[src/rtl/adc_seq_pkg.sv]
package adc_seq_pkg;
  localparam int ADDR_CONV = 0;
  localparam int ADDR_CFG  = 1;

  typedef enum logic {
    SEQ_IDLE = 1'b0,
    SEQ_CONV = 1'b1
  } seq_state_e;
endpackage

[src/rtl/adc_code_fmt.sv]
module adc_code_fmt #(
  parameter int SAMPLE_W = 16,
  parameter int CODE_W   = 12,
  parameter int REG_W    = 16
) (
  input  logic [SAMPLE_W-1:0] raw,
  output logic [REG_W-1:0]    code,
  output logic                clip_hi,
  output logic                clip_lo
);
  localparam int SHIFT = REG_W - CODE_W;
  localparam logic signed [SAMPLE_W-1:0] TOP = SAMPLE_W'((2 ** (CODE_W - 1)) - 1);
  localparam logic signed [SAMPLE_W-1:0] BOT = SAMPLE_W'(-(2 ** (CODE_W - 1)));

  function automatic logic [REG_W-1:0] justify(input logic signed [SAMPLE_W-1:0] s);
    logic signed [SAMPLE_W-1:0] c;
    if (s > TOP)      c = TOP;
    else if (s < BOT) c = BOT;
    else              c = s;
    return {c[CODE_W-1:0], {SHIFT{1'b0}}};
  endfunction

  logic signed [SAMPLE_W-1:0] s_raw;

  always_comb begin
    s_raw   = $signed(raw);
    clip_hi = (s_raw > TOP);
    clip_lo = (s_raw < BOT);
    code    = justify(s_raw);
  end
endmodule

[src/rtl/adc_cfg_reg.sv]
module adc_cfg_reg #(
  parameter int               REG_W    = 16,
  parameter int               ADDR_W   = 2,
  parameter int               MODE_BIT = 8,
  parameter logic [REG_W-1:0] CFG_DEF  = 16'h8583
) (
  input  logic              clk,
  input  logic              rst_n,
  input  logic              gc_reset,
  input  logic              wr_en,
  input  logic [ADDR_W-1:0] wr_addr,
  input  logic [REG_W-1:0]  wr_data,
  output logic [REG_W-2:0]  cfg_bits,
  output logic              mode_single,
  output logic              os_write,
  output logic              single_req
);
  import adc_seq_pkg::*;
  localparam int OS_BIT = REG_W - 1;

  logic             cfg_hit;
  logic [REG_W-2:0] cfg_q;

  always_comb begin
    cfg_hit    = wr_en && (wr_addr == ADDR_W'(ADDR_CFG));
    os_write   = cfg_hit && wr_data[OS_BIT];
    single_req = os_write && wr_data[MODE_BIT];
  end

  always_ff @(posedge clk or negedge rst_n) begin
    if (!rst_n)        cfg_q <= CFG_DEF[REG_W-2:0];
    else if (gc_reset) cfg_q <= CFG_DEF[REG_W-2:0];
    else if (cfg_hit)  cfg_q <= wr_data[REG_W-2:0];
  end

  assign cfg_bits    = cfg_q;
  assign mode_single = cfg_q[MODE_BIT];
endmodule

[src/rtl/adc_seq_fsm.sv]
module adc_seq_fsm (
  input  logic clk,
  input  logic rst_n,
  input  logic gc_reset,
  input  logic single_req,
  input  logic mode_single,
  input  logic eng_done,
  output logic busy,
  output logic eng_start,
  output logic done_accept
);
  import adc_seq_pkg::*;

  seq_state_e st_q, st_d;
  logic       launch;
  logic       start_q;

  always_comb begin
    done_accept = (st_q == SEQ_CONV) && eng_done;
    launch      = 1'b0;
    st_d        = st_q;
    case (st_q)
      SEQ_IDLE: begin
        if (single_req || !mode_single) begin
          launch = 1'b1;
          st_d   = SEQ_CONV;
        end
      end
      SEQ_CONV: begin
        if (done_accept) begin
          if (mode_single) st_d = SEQ_IDLE;
          else             launch = 1'b1;
        end
      end
      default: st_d = SEQ_IDLE;
    endcase
  end

  always_ff @(posedge clk or negedge rst_n) begin
    if (!rst_n) begin
      st_q    <= SEQ_IDLE;
      start_q <= 1'b0;
    end else if (gc_reset) begin
      st_q    <= SEQ_IDLE;
      start_q <= 1'b0;
    end else begin
      st_q    <= st_d;
      start_q <= launch;
    end
  end

  assign busy      = (st_q == SEQ_CONV);
  assign eng_start = start_q;
endmodule

[src/rtl/adc_conv_seq.sv]
module adc_conv_seq #(
  parameter int               SAMPLE_W = 16,
  parameter int               CODE_W   = 12,
  parameter int               REG_W    = 16,
  parameter int               ADDR_W   = 2,
  parameter int               MODE_BIT = 8,
  parameter logic [REG_W-1:0] CFG_DEF  = 16'h8583
) (
  input  logic                clk,
  input  logic                rst_n,
  input  logic                gc_reset,
  input  logic                wr_en,
  input  logic [ADDR_W-1:0]   wr_addr,
  input  logic [REG_W-1:0]    wr_data,
  input  logic [ADDR_W-1:0]   rd_addr,
  output logic [REG_W-1:0]    rd_data,
  output logic                eng_start,
  input  logic                eng_done,
  input  logic [SAMPLE_W-1:0] eng_sample,
  output logic                pwr_down
);
  import adc_seq_pkg::*;

  logic [REG_W-2:0] cfg_bits;
  logic             mode_single;
  logic             os_write;
  logic             single_req;
  logic             busy;
  logic             done_accept;
  logic [REG_W-1:0] fmt_code;
  logic             clip_hi;
  logic             clip_lo;
  logic [REG_W-1:0] conv_q;

  adc_cfg_reg #(
    .REG_W(REG_W), .ADDR_W(ADDR_W), .MODE_BIT(MODE_BIT), .CFG_DEF(CFG_DEF)
  ) u_cfg (
    .clk(clk), .rst_n(rst_n), .gc_reset(gc_reset),
    .wr_en(wr_en), .wr_addr(wr_addr), .wr_data(wr_data),
    .cfg_bits(cfg_bits), .mode_single(mode_single),
    .os_write(os_write), .single_req(single_req)
  );

  adc_seq_fsm u_fsm (
    .clk(clk), .rst_n(rst_n), .gc_reset(gc_reset),
    .single_req(single_req), .mode_single(mode_single),
    .eng_done(eng_done), .busy(busy),
    .eng_start(eng_start), .done_accept(done_accept)
  );

  adc_code_fmt #(
    .SAMPLE_W(SAMPLE_W), .CODE_W(CODE_W), .REG_W(REG_W)
  ) u_fmt (
    .raw(eng_sample), .code(fmt_code), .clip_hi(clip_hi), .clip_lo(clip_lo)
  );

  always_ff @(posedge clk or negedge rst_n) begin
    if (!rst_n)           conv_q <= '0;
    else if (gc_reset)    conv_q <= '0;
    else if (done_accept) conv_q <= fmt_code;
  end

  always_comb begin
    if (rd_addr == ADDR_W'(ADDR_CFG))       rd_data = {~busy, cfg_bits};
    else if (rd_addr == ADDR_W'(ADDR_CONV)) rd_data = conv_q;
    else                                    rd_data = '0;
  end

  assign pwr_down = ~busy;
endmodule

[config.mk]
export PLATFORM = sky130hd
export DESIGN_NAME = adc_conv_seq
export DESIGN_NICKNAME = d
export VERILOG_FILES = /design/src/rtl/adc_seq_pkg.sv /design/src/rtl/adc_code_fmt.sv /design/src/rtl/adc_cfg_reg.sv /design/src/rtl/adc_seq_fsm.sv /design/src/rtl/adc_conv_seq.sv
export SDC_FILE = /design/constraint.sdc
export NUM_CORES = 1
export LEC_CHECK = 0
export ABC_AREA = 0
export ABC_CLOCK_PERIOD_IN_PS = 1300
export CAP_MARGIN = 20
export CELL_PAD_IN_SITES_DETAIL_PLACEMENT = 1
export CELL_PAD_IN_SITES_GLOBAL_PLACEMENT = 2
export CORE_MARGIN = 4
export CORE_UTILIZATION = 26
export CTS_BUF_LIST = sky130_fd_sc_hd__clkbuf_4 sky130_fd_sc_hd__clkbuf_8 sky130_fd_sc_hd__clkbuf_16
export DETAILED_ROUTE_END_ITERATION = 8
export PLACE_DENSITY = 0.77
export SYNTH_ARGS = -nofsm -noshare
export SYNTH_HDL_FRONTEND = slang
export SYNTH_SLANG_ARGS = --single-unit
[constraint.sdc]
create_clock -name clk -period 1.3 [get_ports clk]
set_input_delay 0.26 -clock clk [delete_from_list [all_inputs] [get_ports clk]]
set_output_delay 0.26 -clock clk [all_outputs]
set_load 0.05 [all_outputs]
==> impl_summary.txt <==
----------------------------------------------------
[Route]
  Post-DR wirelength/cell ... 18.7 um
  Via-to-Cell Ratio ... 4.76
  Antenna-violating nets left ... 0
  Total Routed Length ... 5330 um
  First drt pass iteration count ... 4
  DR vias ... 1356
  Number of DRC violations after detailed-routing iteration 0 ... 53
  Remaining routing DRC violations ... 0

[Run status]
  Status ... complete, but fails checks
  Violations in the final reports ... negative setup slack

[Floorplanning]
  Die Outline Area ... 6950 um^2
  DIE WIDTH ... 83.4 um
  Height of the die ... 83.4 um
  Area inside the core boundary ... 5510 um^2
  Starting Density ... 0.268
  Std cell rows ... 27
  Ports ... 59

[Logic synthesis]
  Average size of a mapped cell ... 10.9 um^2
  Instance count of the mapped netlist ... 135
  Area share of the leading cell type in the synthesized netlist ... 0.406
  Synth cell count leaders ... sky130_fd_sc_hd__dfrtp_1 (24), sky130_fd_sc_hd__nand2_1 (23), sky130_fd_sc_hd__nor2_1 (13)
  Combined area of all synthesized cells ... 1480 um^2
  Seq cells post-synth ... 29
  Number of library cell types mapped by synthesis ... 28
  Cell taking the most area after synthesis ... sky130_fd_sc_hd__dfrtp_1
  Biggest area contributors in the synthesized netlist ... sky130_fd_sc_hd__dfrtp_1 (41%), sky130_fd_sc_hd__dfstp_2 (8.9%), sky130_fd_sc_hd__o211ai_2 (8.5%)
  Post-synthesis sequential area ratio ... 0.495
  Net count after synthesis ... 176
  Number of enable-type register cells in the synthesized netlist ... 0
  Yosys warns ... 0
  Main flop type after synthesis ... sky130_fd_sc_hd__dfrtp_1
  Share of flip-flops with an asynchronous set or reset ... 1.00
  Library cell with the highest instance count after synthesis ... sky130_fd_sc_hd__dfrtp_1

[Setup path]
  Crit Reg-Reg Endpoint ... conv_q[14]$_DFFE_PN0P_
  Endpoint type of the worst setup path ... output pin
  Startpoint of the lowest-slack register-to-register path ... u_fsm.busy$_DFF_PN0_
  Cells traversed along the worst timing path ... mux2i_2 -> nor2_2 -> buf_12
  Delay contributed by the slowest stage of the critical path ... 540 ps
  Register-to-register path setup slack ... -30 ps
  Critical path start-end classification ... flip-flop to output pin
  Count of cells along the worst register-to-register path ... 5
  Family with the most delay on the worst path ... flip-flops
  Crit path max-delay cell type ... sky130_fd_sc_hd__dfstp_2
  Data arrival at the endpoint of the critical path ... 1220 ps
  Startpoint type of the worst setup path ... flip-flop
  Required time reported for the critical path endpoint ... 1040 ps
  Number of buffers and inverters on the critical path ... 1
  Top fanout value on the critical path ... 2

[Flow run]
  Max Cap Viol ... 0

[GRT]
  Global-route congestion overflow total ... 0
  Met1 capacity usage during global routing ... 0.199
  Tot GR Track Use ... 0.163
  Met2 global-route usage ... 0.284
  Maximum number of pins on one net before global-route repair ... 30
  Antenna violations before repair ... 0
  M3 GR Usage ... 0.0387
  Wire length of the first global-routing pass ... 8900 um
  Global routing's busiest layer ... met2
  Number of global-route vias before repair ... 1552

[Pwr]
  Leakage power ... 0.00121 uW
  Overall Power ... 2660 uW
  Power density of the placed cells ... 955 nW/um^2
  VDD IR-drop max ... 491 uV

[Layout]
  Fin nets ... 253
  Total area of multi-input combinational cells ... 858 um^2
  Final cell count without fillers ... 285
  Share of post-route cells with drive strength above 1 ... 0.502
  Layout-stage area growth over the synthesis result ... 88.8%
  Final Core Density ... 0.507
  Number of fill cells ... 573
  Diode count ... 0
  Total area of sequential cells ... 733 um^2

[STA]
  Worst-margin pin slew ... 341 ps
  Max Fclk ... 0.677 GHz
  Final-report hold violation count ... 0
  Final Worst Setup Slack ... -177 ps
  Max Slew Vio Count ... 0
  Worst rel slew slack ... 0.772
  Worst clock skew ... 6.98 ps
  Final setup vio count ... 25
  RSZ-0062 raised after global routing ... yes
  Final Critical Period ... 1480 ps
  Part of the cycle the worst path needs ... 1.14

[Clocking]
  Clk slew on worst S/H paths ... 70 ps
  Worst-Skew Late Latency ... 290 ps
  Count of H-tree levels built during CTS ... 2
  # hold bufs at CTS ... 0
  Number of buffers created by CTS ... 5
  CTS Buffer Depth ... 2
  CTS tree ... yes
  Cell chosen for the clock root ... sky130_fd_sc_hd__clkbuf_8
  TritonCTS sink count ... 29

[Place]
  Count of buffers inserted at the top-level ports ... 58
  Placer's final routability congestion estimate ... 0.797
  Post-DP HPWL ... 3840 um
  Placed Cells ... 271

[Min path]
  Classification of the worst-slack hold path ... input pin to asynchronous set/reset pin

----------------------------------------------------
[state kept, by name, indices dropped and copies added (netlist names)]
name	cells
u_cfg.cfg_bits	15
u_fsm.busy	1
conv_q	12
u_fsm.eng_start	1
[layer usage]
metal  routed length, um  vias to the layer above
li1                    -                      632
met1                2270                      670
met2                2750                       49
met3                 261                        5
met4                  58                        0
met5                   0                        -
[worst max-delay path by stage]
stage	endpoint	slack [ps]	cells after the start	start
6_report	rd_data[7]	-180	3	u_cfg.cfg_bits[7]$_DFFE_PN1P_
5_1_grt	rd_data[7]	-250	3	u_cfg.cfg_bits[7]$_DFFE_PN1P_
4_1_cts	rd_data[7]	-200	3	u_cfg.cfg_bits[7]$_DFFE_PN1P_
3_5_place_dp	rd_data[1]	-560	5	rd_addr[0]
3_3_place_gp	conv_q[5]$_DFFE_PN0P_	-550	4	gc_reset
2_1_floorplan	rd_data[15]	-30	3	u_fsm.busy$_DFF_PN0_
[logic make-up after synthesis]
group,after synthesis,synth area share
AO/OA/AOI/OAI,31,0.202
buffers and inverters,11,0.0457
flip-flops,29,0.495
multiplexers,12,0.0813
AND/OR/NAND/NOR,52,0.176
[cell usage in the layout (no fill, tap or decap), drive strengths merged, types with 2 or more instances in the layout]
cell           instances
clkbuf                 6
nand2b                 3
a21oi                  2
o22a                   4
buf                   38
a22o                  11
nand3                  2
dlygate4sd2            6
nor2b                  2
nand2                 23
nor2                  14
inv                    2
dfrtp                 24
o211ai                11
bufinv                 2
and2                   4
mux2i                 12
clkdlybuf4s50         32
dfstp                  5
[timing repair]
item                                   4_1_cts  5_1_grt
gates cloned                                 2        0
resized for setup                           48        9
setup endpoints to repair                   43       36
pin swaps                                   12        7
setup buffers                                3        2
endpoints found under the hold margin        0        0
[final cells by class]
cell class                      count  area share
Timing Repair Buffer               77       0.344
Multi-Input combinational cell     96       0.308
Sequential cell                    29       0.263
Tap cell                           72      0.0323
Clock buffer                        5      0.0247
Clock inverter                      3      0.0233
Inverter                            3     0.00538
[per-stage QoR]
step           TNS [ps]  setup slack, ps  hold WS [ps]  cell area [um^2]
2_1_floorplan      -233            -35.0         -35.6              1530
3_3_place_gp     -18620             -548           487              2450
3_5_place_dp     -20010             -562           490              2450
4_1_cts           -2430             -203           345              2770
5_1_grt           -2630             -246           354              2790
6_report          -1580             -177           336              2790
[power by group]
group | total, uW | switching, uW | internal, uW
registers | 962 | 24.4 | 937
logic | 570 | 269 | 301
clock network | 1130 | 371 | 761
total | 2660 | 664 | 2000
Note: power is estimated with default switching activity, not from simulation.
